--- src/rtl/bldc_pkg.sv ---
// Shared types for the commutation decoder.
// Assumes three phases, ordered U, V, W at indices 0, 1, 2.
package bldc_pkg;
    localparam int NPH = 3;

    // Drive request (and state) of one bridge leg
    typedef enum logic [1:0] {
        LEG_OFF = 2'd0,
        LEG_HI  = 2'd1,
        LEG_LO  = 2'd2
    } leg_req_t;
endpackage

--- src/rtl/bldc_hall_decode.sv ---
// Sensor code decoder: maps the three sensor bits and the direction to a
// one-hot high-side phase and a one-hot low-side phase.
// Assumes the code is {first, second, third} sensor; purely combinational.
module bldc_hall_decode
    import bldc_pkg::*;
(
    input  logic [2:0]     hall,
    input  logic           rev,
    output logic           valid,
    output logic [NPH-1:0] hi_oh,
    output logic [NPH-1:0] lo_oh
);
    logic [2:0] code;

    // Reverse rotation uses the inverted code on the forward table
    assign code = rev ? ~hall : hall;

    // Forward six-step table; the two uniform codes are invalid
    always_comb begin
        valid = 1'b1;
        hi_oh = '0;
        lo_oh = '0;
        case (code)
            3'b101: begin hi_oh = 3'b010; lo_oh = 3'b001; end
            3'b100: begin hi_oh = 3'b100; lo_oh = 3'b001; end
            3'b110: begin hi_oh = 3'b100; lo_oh = 3'b010; end
            3'b010: begin hi_oh = 3'b001; lo_oh = 3'b010; end
            3'b011: begin hi_oh = 3'b001; lo_oh = 3'b100; end
            3'b001: begin hi_oh = 3'b010; lo_oh = 3'b100; end
            default: valid = 1'b0;
        endcase
    end
endmodule

--- src/rtl/bldc_leg_request.sv ---
// Per-phase request arbiter: combines the decoded phases with stop, brake,
// chop and low-side inhibit into one drive request per leg.
// Priority: stop, then low inhibit on low requests, then brake, then table.
module bldc_leg_request
    import bldc_pkg::*;
(
    input  logic                     run_n,
    input  logic                     brake,
    input  logic                     pwm,
    input  logic                     kill_lo,
    input  logic                     valid,
    input  logic [NPH-1:0]           hi_oh,
    input  logic [NPH-1:0]           lo_oh,
    output leg_req_t [NPH-1:0]       req_o
);
    for (genvar p = 0; p < NPH; p++) begin : g_ph
        leg_req_t r;

        // Resolve the request of this phase
        always_comb begin
            r = LEG_OFF;
            if (!run_n) begin
                if (brake) begin
                    r = LEG_LO;
                end else if (valid) begin
                    if (hi_oh[p]) begin
                        r = LEG_HI;
                    end else if (lo_oh[p]) begin
                        r = pwm ? LEG_LO : LEG_HI;
                    end
                end
                if (kill_lo && (r == LEG_LO)) begin
                    r = LEG_OFF;
                end
            end
        end

        assign req_o[p] = r;
    end
endmodule

--- src/rtl/bldc_leg.sv ---
// One bridge leg with dead-time insertion. Turn-off is taken at the next
// edge. Turn-on waits until the leg has been fully off for DEAD_CYC cycles.
// Assumes DEAD_CYC >= 1. Reset leaves the wait already satisfied.
module bldc_leg
    import bldc_pkg::*;
#(
    parameter int DEAD_CYC = 4
) (
    input  logic     clk,
    input  logic     rst_n,
    input  leg_req_t req,
    output logic     hi,
    output logic     lo
);
    localparam int CW = $clog2(DEAD_CYC + 1);
    localparam logic [CW-1:0] GAP_FULL = CW'(DEAD_CYC);

    leg_req_t      st_q;
    logic [CW-1:0] gap_q;

    // Leg state machine with off-time counter
    always_ff @(posedge clk) begin
        if (!rst_n) begin
            st_q  <= LEG_OFF;
            gap_q <= GAP_FULL;
        end else if (st_q != LEG_OFF) begin
            if (req != st_q) begin
                st_q  <= LEG_OFF;
                gap_q <= CW'(1);
            end
        end else if ((req != LEG_OFF) && (gap_q == GAP_FULL)) begin
            st_q <= req;
        end else if (gap_q != GAP_FULL) begin
            gap_q <= gap_q + CW'(1);
        end
    end

    assign hi = (st_q == LEG_HI);
    assign lo = (st_q == LEG_LO);

    // Checker: independent count of cycles with both gates observed off
    logic [CW-1:0] idle_chk_q;

    // Track observed off-run length of the gate pair
    always_ff @(posedge clk) begin
        if (!rst_n) begin
            idle_chk_q <= GAP_FULL;
        end else if (hi || lo) begin
            idle_chk_q <= '0;
        end else if (idle_chk_q != GAP_FULL) begin
            idle_chk_q <= idle_chk_q + CW'(1);
        end
    end


    dead_gap_chk: assert property (@(posedge clk) disable iff (!rst_n)
        (!hi && !lo) |=> (!(hi || lo) || (idle_chk_q == GAP_FULL)))
        else $error("gate turned on before dead time elapsed");


    no_direct_swap_chk: assert property (@(posedge clk) disable iff (!rst_n)
        (hi || lo) |=> !(hi && $past(lo)) && !(lo && $past(hi)))
        else $error("leg swapped sides without an off gap");

    initial begin
        if (DEAD_CYC < 1) $error("DEAD_CYC must be at least 1");
    end
endmodule

--- src/rtl/bldc_commutator.sv ---
// Top: sensor-code commutation with direction, stop, short brake, chop
// with synchronous rectification, low-side inhibit and per-leg dead time.
// Assumes sensor inputs are already synchronised to clk.
module bldc_commutator #(
    parameter int DEAD_CYC = 4
) (
    input  logic       clk,
    input  logic       rst_n,
    input  logic [2:0] hall_in,
    input  logic       dir_rev,
    input  logic       run_n,
    input  logic       brake_req,
    input  logic       pwm_on,
    input  logic       low_inhibit,
    output logic       gate_uh,
    output logic       gate_vh,
    output logic       gate_wh,
    output logic       gate_ul,
    output logic       gate_vl,
    output logic       gate_wl
);
    import bldc_pkg::*;

    logic                 valid;
    logic [NPH-1:0]       hi_oh;
    logic [NPH-1:0]       lo_oh;
    leg_req_t [NPH-1:0]   leg_req;
    logic [NPH-1:0]       hi_v;
    logic [NPH-1:0]       lo_v;

    bldc_hall_decode u_dec (
        .hall  (hall_in),
        .rev   (dir_rev),
        .valid (valid),
        .hi_oh (hi_oh),
        .lo_oh (lo_oh)
    );

    bldc_leg_request u_req (
        .run_n   (run_n),
        .brake   (brake_req),
        .pwm     (pwm_on),
        .kill_lo (low_inhibit),
        .valid   (valid),
        .hi_oh   (hi_oh),
        .lo_oh   (lo_oh),
        .req_o   (leg_req)
    );

    for (genvar p = 0; p < NPH; p++) begin : g_leg
        bldc_leg #(.DEAD_CYC(DEAD_CYC)) u_leg (
            .clk   (clk),
            .rst_n (rst_n),
            .req   (leg_req[p]),
            .hi    (hi_v[p]),
            .lo    (lo_v[p])
        );
    end

    assign gate_uh = hi_v[0];
    assign gate_vh = hi_v[1];
    assign gate_wh = hi_v[2];
    assign gate_ul = lo_v[0];
    assign gate_vl = lo_v[1];
    assign gate_wl = lo_v[2];


    stop_off_chk: assert property (@(posedge clk) disable iff (!rst_n)
        run_n |=> ({gate_uh, gate_vh, gate_wh, gate_ul, gate_vl, gate_wl} == 6'b0))
        else $error("gates on while stopped");


    low_off_chk: assert property (@(posedge clk) disable iff (!rst_n)
        low_inhibit |=> ({gate_ul, gate_vl, gate_wl} == 3'b0))
        else $error("low side on while inhibited");


    brake_high_off_chk: assert property (@(posedge clk) disable iff (!rst_n)
        (brake_req && !run_n) |=> ({gate_uh, gate_vh, gate_wh} == 3'b0))
        else $error("high side on while braking");


    bad_code_chk: assert property (@(posedge clk) disable iff (!rst_n)
        (!brake_req && ((hall_in == 3'b000) || (hall_in == 3'b111)))
        |=> ({gate_uh, gate_vh, gate_wh, gate_ul, gate_vl, gate_wl} == 6'b0))
        else $error("gates on with a uniform sensor code");


    no_shoot_chk: assert property (@(posedge clk) disable iff (!rst_n)
        (({gate_uh, gate_vh, gate_wh} & {gate_ul, gate_vl, gate_wl}) == 3'b0))
        else $error("shoot-through on a leg");
endmodule

--- config.mk ---
export PLATFORM = sky130hd
export DESIGN_NAME = bldc_commutator
export DESIGN_NICKNAME = d
export VERILOG_FILES = /design/src/rtl/bldc_pkg.sv /design/src/rtl/bldc_hall_decode.sv /design/src/rtl/bldc_leg_request.sv /design/src/rtl/bldc_leg.sv /design/src/rtl/bldc_commutator.sv
export SDC_FILE = /design/constraint.sdc
export NUM_CORES = 1
export LEC_CHECK = 0
export BUFFER_PORTS_ARGS = -buffer_cell sky130_fd_sc_hd__buf_2
export CORE_MARGIN = 2
export CORE_UTILIZATION = 35
export CTS_BUF_LIST = sky130_fd_sc_hd__clkbuf_16
export DETAILED_ROUTE_END_ITERATION = 8
export GPL_TIMING_DRIVEN = 0
export PLACE_DENSITY = 0.65
export SLEW_MARGIN = 10
export SYNTH_ARGS = -nofsm -noshare
export SYNTH_HDL_FRONTEND = slang
export SYNTH_HIERARCHICAL = 1
export SYNTH_SLANG_ARGS = --single-unit
--- constraint.sdc ---
create_clock -name clk -period 1.9 [get_ports clk]
set_input_delay 0.095 -clock clk [delete_from_list [all_inputs] [get_ports clk]]
set_output_delay 0.095 -clock clk [all_outputs]
set_load 0.01 [all_outputs]
==> out/qor.csv, run 1 <==
metric,value,unit
HPWL Detailed,1.95,mm
grt ovf,0,
fin. max-slew vios,0,
cts bufs inserted,3,
PortBufs,14,
Async SR Flop Fraction,0,%
Layout Utilization,45.3,%
TritonCTS clock tree,yes,
Rows,21,
clk_skew,0.000892,ns
Worst-Skew Late Latency,0.24,ns
"Seq/Total Area, Yosys",24.0,%
Clock Tree Buf Depth,2,
HP Class,primary input to flop,
initial drt markers,23,
Routed WL,2.65,mm
YS warnings,6,
Post-synth top cells,"15 x dfxtp_1, 15 x inv_1, 12 x nand2_1",
DIE AREA,4070,sq um
post-synth net total,169,
Core Region,3390,sq um
Remaining DRCs,0,
placed cell area,1380,sq um
critical path's slowest cell,a211oi_2,
num ports,16,
post-synth top area share,24.0,%
most common flop cell mapped by yosys,dfxtp_1,
H-tree depth,1,
Seq cells post-synth,15,
area grow syn2layout,22.9,%
worst-margin pin slew,0.370,ns
status,"finished, final reports clean",
final instance area,1540,sq um
Total GRT Usage,14.0,%
CTS root buf,clkbuf_16,
Max Fclk,565,MHz
Die Width,63.8,um
worst vdd ir,0.367,mV
Tcrit/Tclk final,93.2,%
final count of hold timing violations,0,
"Arr. time, crit path",1.90,ns
RSZ-0062 raised after global routing,yes,
"Avg Cell Area, Syn",8.17,sq um
P per Cell Area,1070,nW/um^2
"EDFF count, synth",0,
critical setup path kind,primary input to flop,
Clock transition at path regs,0.05,ns
critical path required time,2.03,ns
Initial Utilization,36.9,%
Mapped Area,1250,sq um
via count,1167,
largest net degree at the start of global routing,16,
Nets,193,
Rel. slew slack,75.3,%
CP Capture Type,flop,
vias in the first global route,1101,
Post-Layout Cell Count,222,
wire per inst,12.0,um
Synth area leaders,"dfxtp_1 24%, buf_6 6.3%, and4bb_1 6.0%",
"Hold-fix buffers, CTS",0,
n_diodes,0,
Die Y,63.8,um
Crit path largest cell delay,0.31,ns
GPL Wtd Cong,0.741,
Crit Path Max Fanout,8,
# placed instances,213,
"area leader, netlist",dfxtp_1,
Syn Inst Count,153,
maxcap violations,0,
Vias/cell,5.26,
leakage,0.698,nW
Tmin final,1.77,ns
power after layout,1.64,mW
worst path cell trace,buf_2 > and3_1 > nor2_1 > and2_1 > a31oi_1 > a211oi_2 > buf_4 > and4bb_1 > a311oi_2 > o211a_1,
wire length of the first global-routing pass,4.70,mm
clk sinks,15,
initial antenna violation count,0,
post-synth cell types,28,
Critical Path Start Type,primary input,
worst hold margin,0.223,ns
DRT Pass-1 Iters,4,
post-route ant nets,0,
share of cells above drive strength 1,22.2,%
setup violators final,0,
## stage by stage
step / TNS [ns] / worst slack [ns]
2_1_floorplan: 0 / 0.0648
6_report: 0 / 0.129
3_3_place_gp: -1.28 / -0.199
5_1_grt: -0.0104 / -0.00586
3_5_place_dp: -2.45 / -0.336
4_1_cts: 0 / 0.0435
## cells by family after synthesis
logic type                 count (synthesis)  synth area share, %
muxes                                      2                 1.60
and+or+nand+nor                           65                 31.5
DFF                                       15                 24.0
xor gates and xnor gates                   3                 2.10
AOI/OAI and AO/OA                         40                 23.9
buffers and inverters                     22                 10.8
adders and majority gates                  6                 6.01
## where the power goes
group,switching (mW),leakage (nW),internal (mW)
Sequential,0.0824,0.123,0.408
Clock,0.120,0.0423,0.278
Combinational,0.391,0.532,0.359
## per-layer routing
layer  vias to the layer above  wire, um  GRT usage (%)
met5                         -         0              0
met4                         0        45           5.71
met3                         6        74          0.704
met2                        24      1340           25.8
met1                       543      1190           16.9
li1                        594         -              -
## critical path: cells and delay by family
| family | cells | cell delay (ns) |
|---|---|---|
| AO/OA/AOI/OAI | 4 | 0.73 |
| buffers and inverters | 2 | 0.31 |
| AND/OR/NAND/NOR | 4 | 0.77 |
## path summary, 6_finish.rpt
path / cells past startpoint / slack (ns) / end / startpoint
max: 10 / 0.13 / g_leg[0].u_leg/gap_q[0] / hall_in[1]
min: 4 / 0.22 / g_leg[1].u_leg/st_q[1] / low_inhibit
max reg2reg: 5 / 0.40 / g_leg[2].u_leg/gap_q[2] / g_leg[2].u_leg/gap_q[0]
min reg2reg: 2 / 0.51 / g_leg[0].u_leg/gap_q[1] / g_leg[0].u_leg/gap_q[1]
## what timing repair did
action | in CTS | in global routing
resized for setup | 5 | 3
endpoints found under the setup margin | 7 | 9
setup buffers | 0 | 5
pin swaps | 0 | 8
## cell type report
type / count / area [sq um]
flip-flops and latches: 15 / 300
repair buffers: 19 / 108
multi-input cells: 116 / 857
well taps: 46 / 57.6
clock buffers: 3 / 75.1
clock inverters: 1 / 3.75
inverters: 15 / 56.3
plain buffers: 7 / 78.8
fillers: 324 / 1850
## state kept, by name, indices dropped and copies added, names as in the netlist
name	flops
g_leg.u_leg/st_q	6
g_leg.u_leg/gap_q	9
## cell usage in the layout, fill, tap and decap left out
cell type  Yosys  layout
nor3_1         4       1
o21ai_1        3       3
o221ai_1       3       3
a21o_1         3       3
buf_6          7       7
a31oi_1        6       6
inv_1         15      16
nand3_1        6       6
nor2b_1        3       3
and3_1         1       1
o22ai_1        4       4
a211oi_2       0       3
nor3_4         0       2
nor2b_2        1       1
nor3_2         0       1
o211a_1        3       3
a21oi_1        6       6
xnor2_1        3       3
o31ai_1        3       3
and2_1         1       1
nand2_1       12      12
nand2b_1       9       9
and2b_1        6       6
a311oi_2       3       3
clkbuf_16      0       3
nor2_1        10      10
mux2i_1        2       2
and4bb_1       6       6
a211oi_1       6       3
nand3b_1       6       6
buf_4          0       5
buf_2          0      14
ha_1           6       6
dfxtp_1       15      15
Power figures use the tool's default switching activity.
==> inputs of run 2 (changes only) <==
- CORE_UTILIZATION: 35 -> 37
- PLACE_DENSITY: 0.65 -> 0.67
==> out/qor.csv, run 2 (synthesis results as in run 1) <==
metric,value,unit,change
vias in the first global route,1102,,+0.091%
biggest regs,"g_leg.u_leg/gap_q x9, g_leg.u_leg/st_q x6",,
Worst path top cell family by delay,compound AO/OA/AOI/OAI gates,,
Die Y,62.1,um,-2.6%
post-route ant nets,0,,unchanged
TritonCTS clock tree,yes,,
HP Class,primary input to flop,,
CP Capture Type,flop,,
Max Fclk,586,MHz,+3.8%
worst hold margin,0.220,ns,-0.00298 ns
DIE AREA,3860,sq um,-5.1%
largest register by flop count,g_leg.u_leg/gap_q,,
grt ovf,0,,unchanged
Tcrit/Tclk final,89.8,%,-3.4 points
PortBufs,14,,unchanged
n_diodes,0,,unchanged
status,"finished, final reports clean",,
maxcap violations,0,,unchanged
leakage,0.675,nW,-3.2%
Core Region,3280,sq um,-3.1%
Crit path largest cell delay,0.32,ns,about the same
num ports,16,,unchanged
Rel. slew slack,78.6,%,+3.3 points
critical path required time,2.01,ns,-0.02 ns
setup_tns,0,ns,unchanged
area grow syn2layout,20.8,%,
cts bufs inserted,3,,unchanged
max reg flops,9,,unchanged
via count,1139,,-2.4%
H-tree depth,1,,unchanged
GPL Wtd Cong,0.816,,+10%
initial drt markers,14,,-39%
critical setup path kind,primary input to flop,,
Critical Path Start Type,primary input,,
CTS root buf,clkbuf_16,,
Clock transition at path regs,0.05,ns,about the same
# placed instances,213,,unchanged
worst-margin pin slew,0.319,ns,-0.0513 ns
share of cells above drive strength 1,21.1,%,-1.1 points
P per Cell Area,1070,nW/um^2,+0.56%
Comb pwr share,45.3,%,-0.4 points
DRT Pass-1 Iters,4,,unchanged
"Arr. time, crit path",1.82,ns,-0.08 ns
HPWL Detailed,1.90,mm,-2.7%
Crit Path Max Fanout,8,,unchanged
Reg2Reg Launch Point,g_leg[1].u_leg/gap_q[0],,
Post-Layout Cell Count,217,,-2.3%
Initial Utilization,38.1,%,+1.2 points
Int Power,1.04,mW,-0.47%
part of the power in registers,30.2,%,+0.3 points
final count of hold timing violations,0,,unchanged
clk sinks,15,,unchanged
Die Width,62.1,um,-2.6%
fin. max-slew vios,0,,unchanged
Routed WL,2.43,mm,-8.3%
worst vdd ir,0.340,mV,-7.5%
Total GRT Usage,13.9,%,-0.095 points
Clock Tree Buf Depth,2,,unchanged
Nets,188,,-2.6%
Vias/cell,5.25,,-0.15%
Rows,21,,unchanged
wire per inst,11.2,um,-6.1%
setup violators final,0,,unchanged
critical path buffer and inverter count,1,,-1
clk_skew,0.00288,ns,+0.00199 ns
worst path cell trace,buf_2 > and3_1 > nor2_2 > nor2b_2 > o21ai_1 > a211oi_2 > xnor2_1 > a311oi_2 > o221ai_1,,
net load switching power,0.580,mW,-2.4%
Clk pwr share,24.5,%,+0.2 points
Worst-Skew Late Latency,0.24,ns,about the same
"Hold-fix buffers, CTS",0,,unchanged
"commonest non-fill, non-tap cell in the layout",inv_1,,
crit path launch,hall_in[1],,
Remaining DRCs,0,,unchanged
largest net degree at the start of global routing,16,,unchanged
initial antenna violation count,0,,unchanged
wire length of the first global-routing pass,4.47,mm,-4.8%
hold path start,low_inhibit,,
Sw Ratio,35.8,%,-0.45 points
Tmin final,1.71,ns,-0.0647 ns
most frequent cells in the layout,"16 x inv_1, 15 x dfxtp_1, 14 x buf_2",,
RSZ-0062 raised after global routing,no,,
critical path's slowest cell,a211oi_2,,
[run 2: through the flow]
| step | cell area, sq um | utilization, % | worst slack, ns | power (mW) |
|---|---|---|---|---|
| detailed placement | 1380 | 41.9 | -0.245 | 1.21 |
| floorplan | 1250 | - | 0.0648 | 1.05 |
| CTS | 1460 | 44.5 | 0.00344 | 1.62 |
| global route | 1510 | 46.0 | 0.0152 | 1.77 |
| finish | 1510 | 46.0 | 0.194 | 1.62 |
| global placement | 1380 | 41.9 | -0.171 | 1.16 |
[run 2: worst reg2reg max path, delay by kind of cell, from the launching register on]
family | cells | cell delay [ns]
adder cells (fa/ha/maj) | 1 | 0.23
AO/OA/AOI/OAI | 2 | 0.45
buffers and inverters | 1 | 0.06
AND/OR/NAND/NOR | 1 | 0.23
flip-flops | 1 | 0.38
[run 2: per-layer routing]
metal | vias to the layer above | global-route usage [%] | wire length, um | part of all wire, %
met5 | - | 0 | 0 | 0
met4 | 0 | 5.83 | 27 | 1.1
met3 | 2 | 2.54 | 61 | 2.5
met2 | 17 | 25.3 | 1200 | 49
met1 | 530 | 16.0 | 1150 | 47
li1 | 590 | - | - | -
[run 2: power groups by stage]
| stage | clock, mW | combinational (mW) | sequential (mW) |
|---|---|---|---|
| 3_3_place_gp | 0 | 0.676 | 0.488 |
| 3_5_place_dp | 0 | 0.716 | 0.493 |
| 4_1_cts | 0.412 | 0.723 | 0.489 |
| 2_1_floorplan | 0 | 0.579 | 0.474 |
| 5_1_grt | 0.422 | 0.846 | 0.500 |
| 6_report | 0.397 | 0.734 | 0.489 |
[run 2: cell type report]
class	count	area, sq um
Buffer	7	78.8
Clock buffer	3	75.1
Clock inverter	1	3.75
Fill cell	311	1770
Inverter	15	56.3
Multi-Input combinational cell	116	868
Sequential cell	15	300
Tap cell	46	57.6
Timing Repair Buffer	14	70.1
[run 2: final timing paths]
kind                                           endpoint  slack [ns]  cells past startpoint
worst min-delay path             g_leg[1].u_leg/st_q[1]        0.22                      4
worst max register to register  g_leg[1].u_leg/gap_q[2]        0.43                      5
worst min register to register  g_leg[1].u_leg/gap_q[1]        0.51                      2
worst max-delay path            g_leg[2].u_leg/gap_q[2]        0.19                      9
[run 2: what timing repair did]
action                                  CTS  global route
resized for setup                         1            10
gates cloned                              0             0
hold endpoints to repair                  0             0
endpoints found under the setup margin    1             9
pin swaps                                 0             4
setup buffers                             0             0
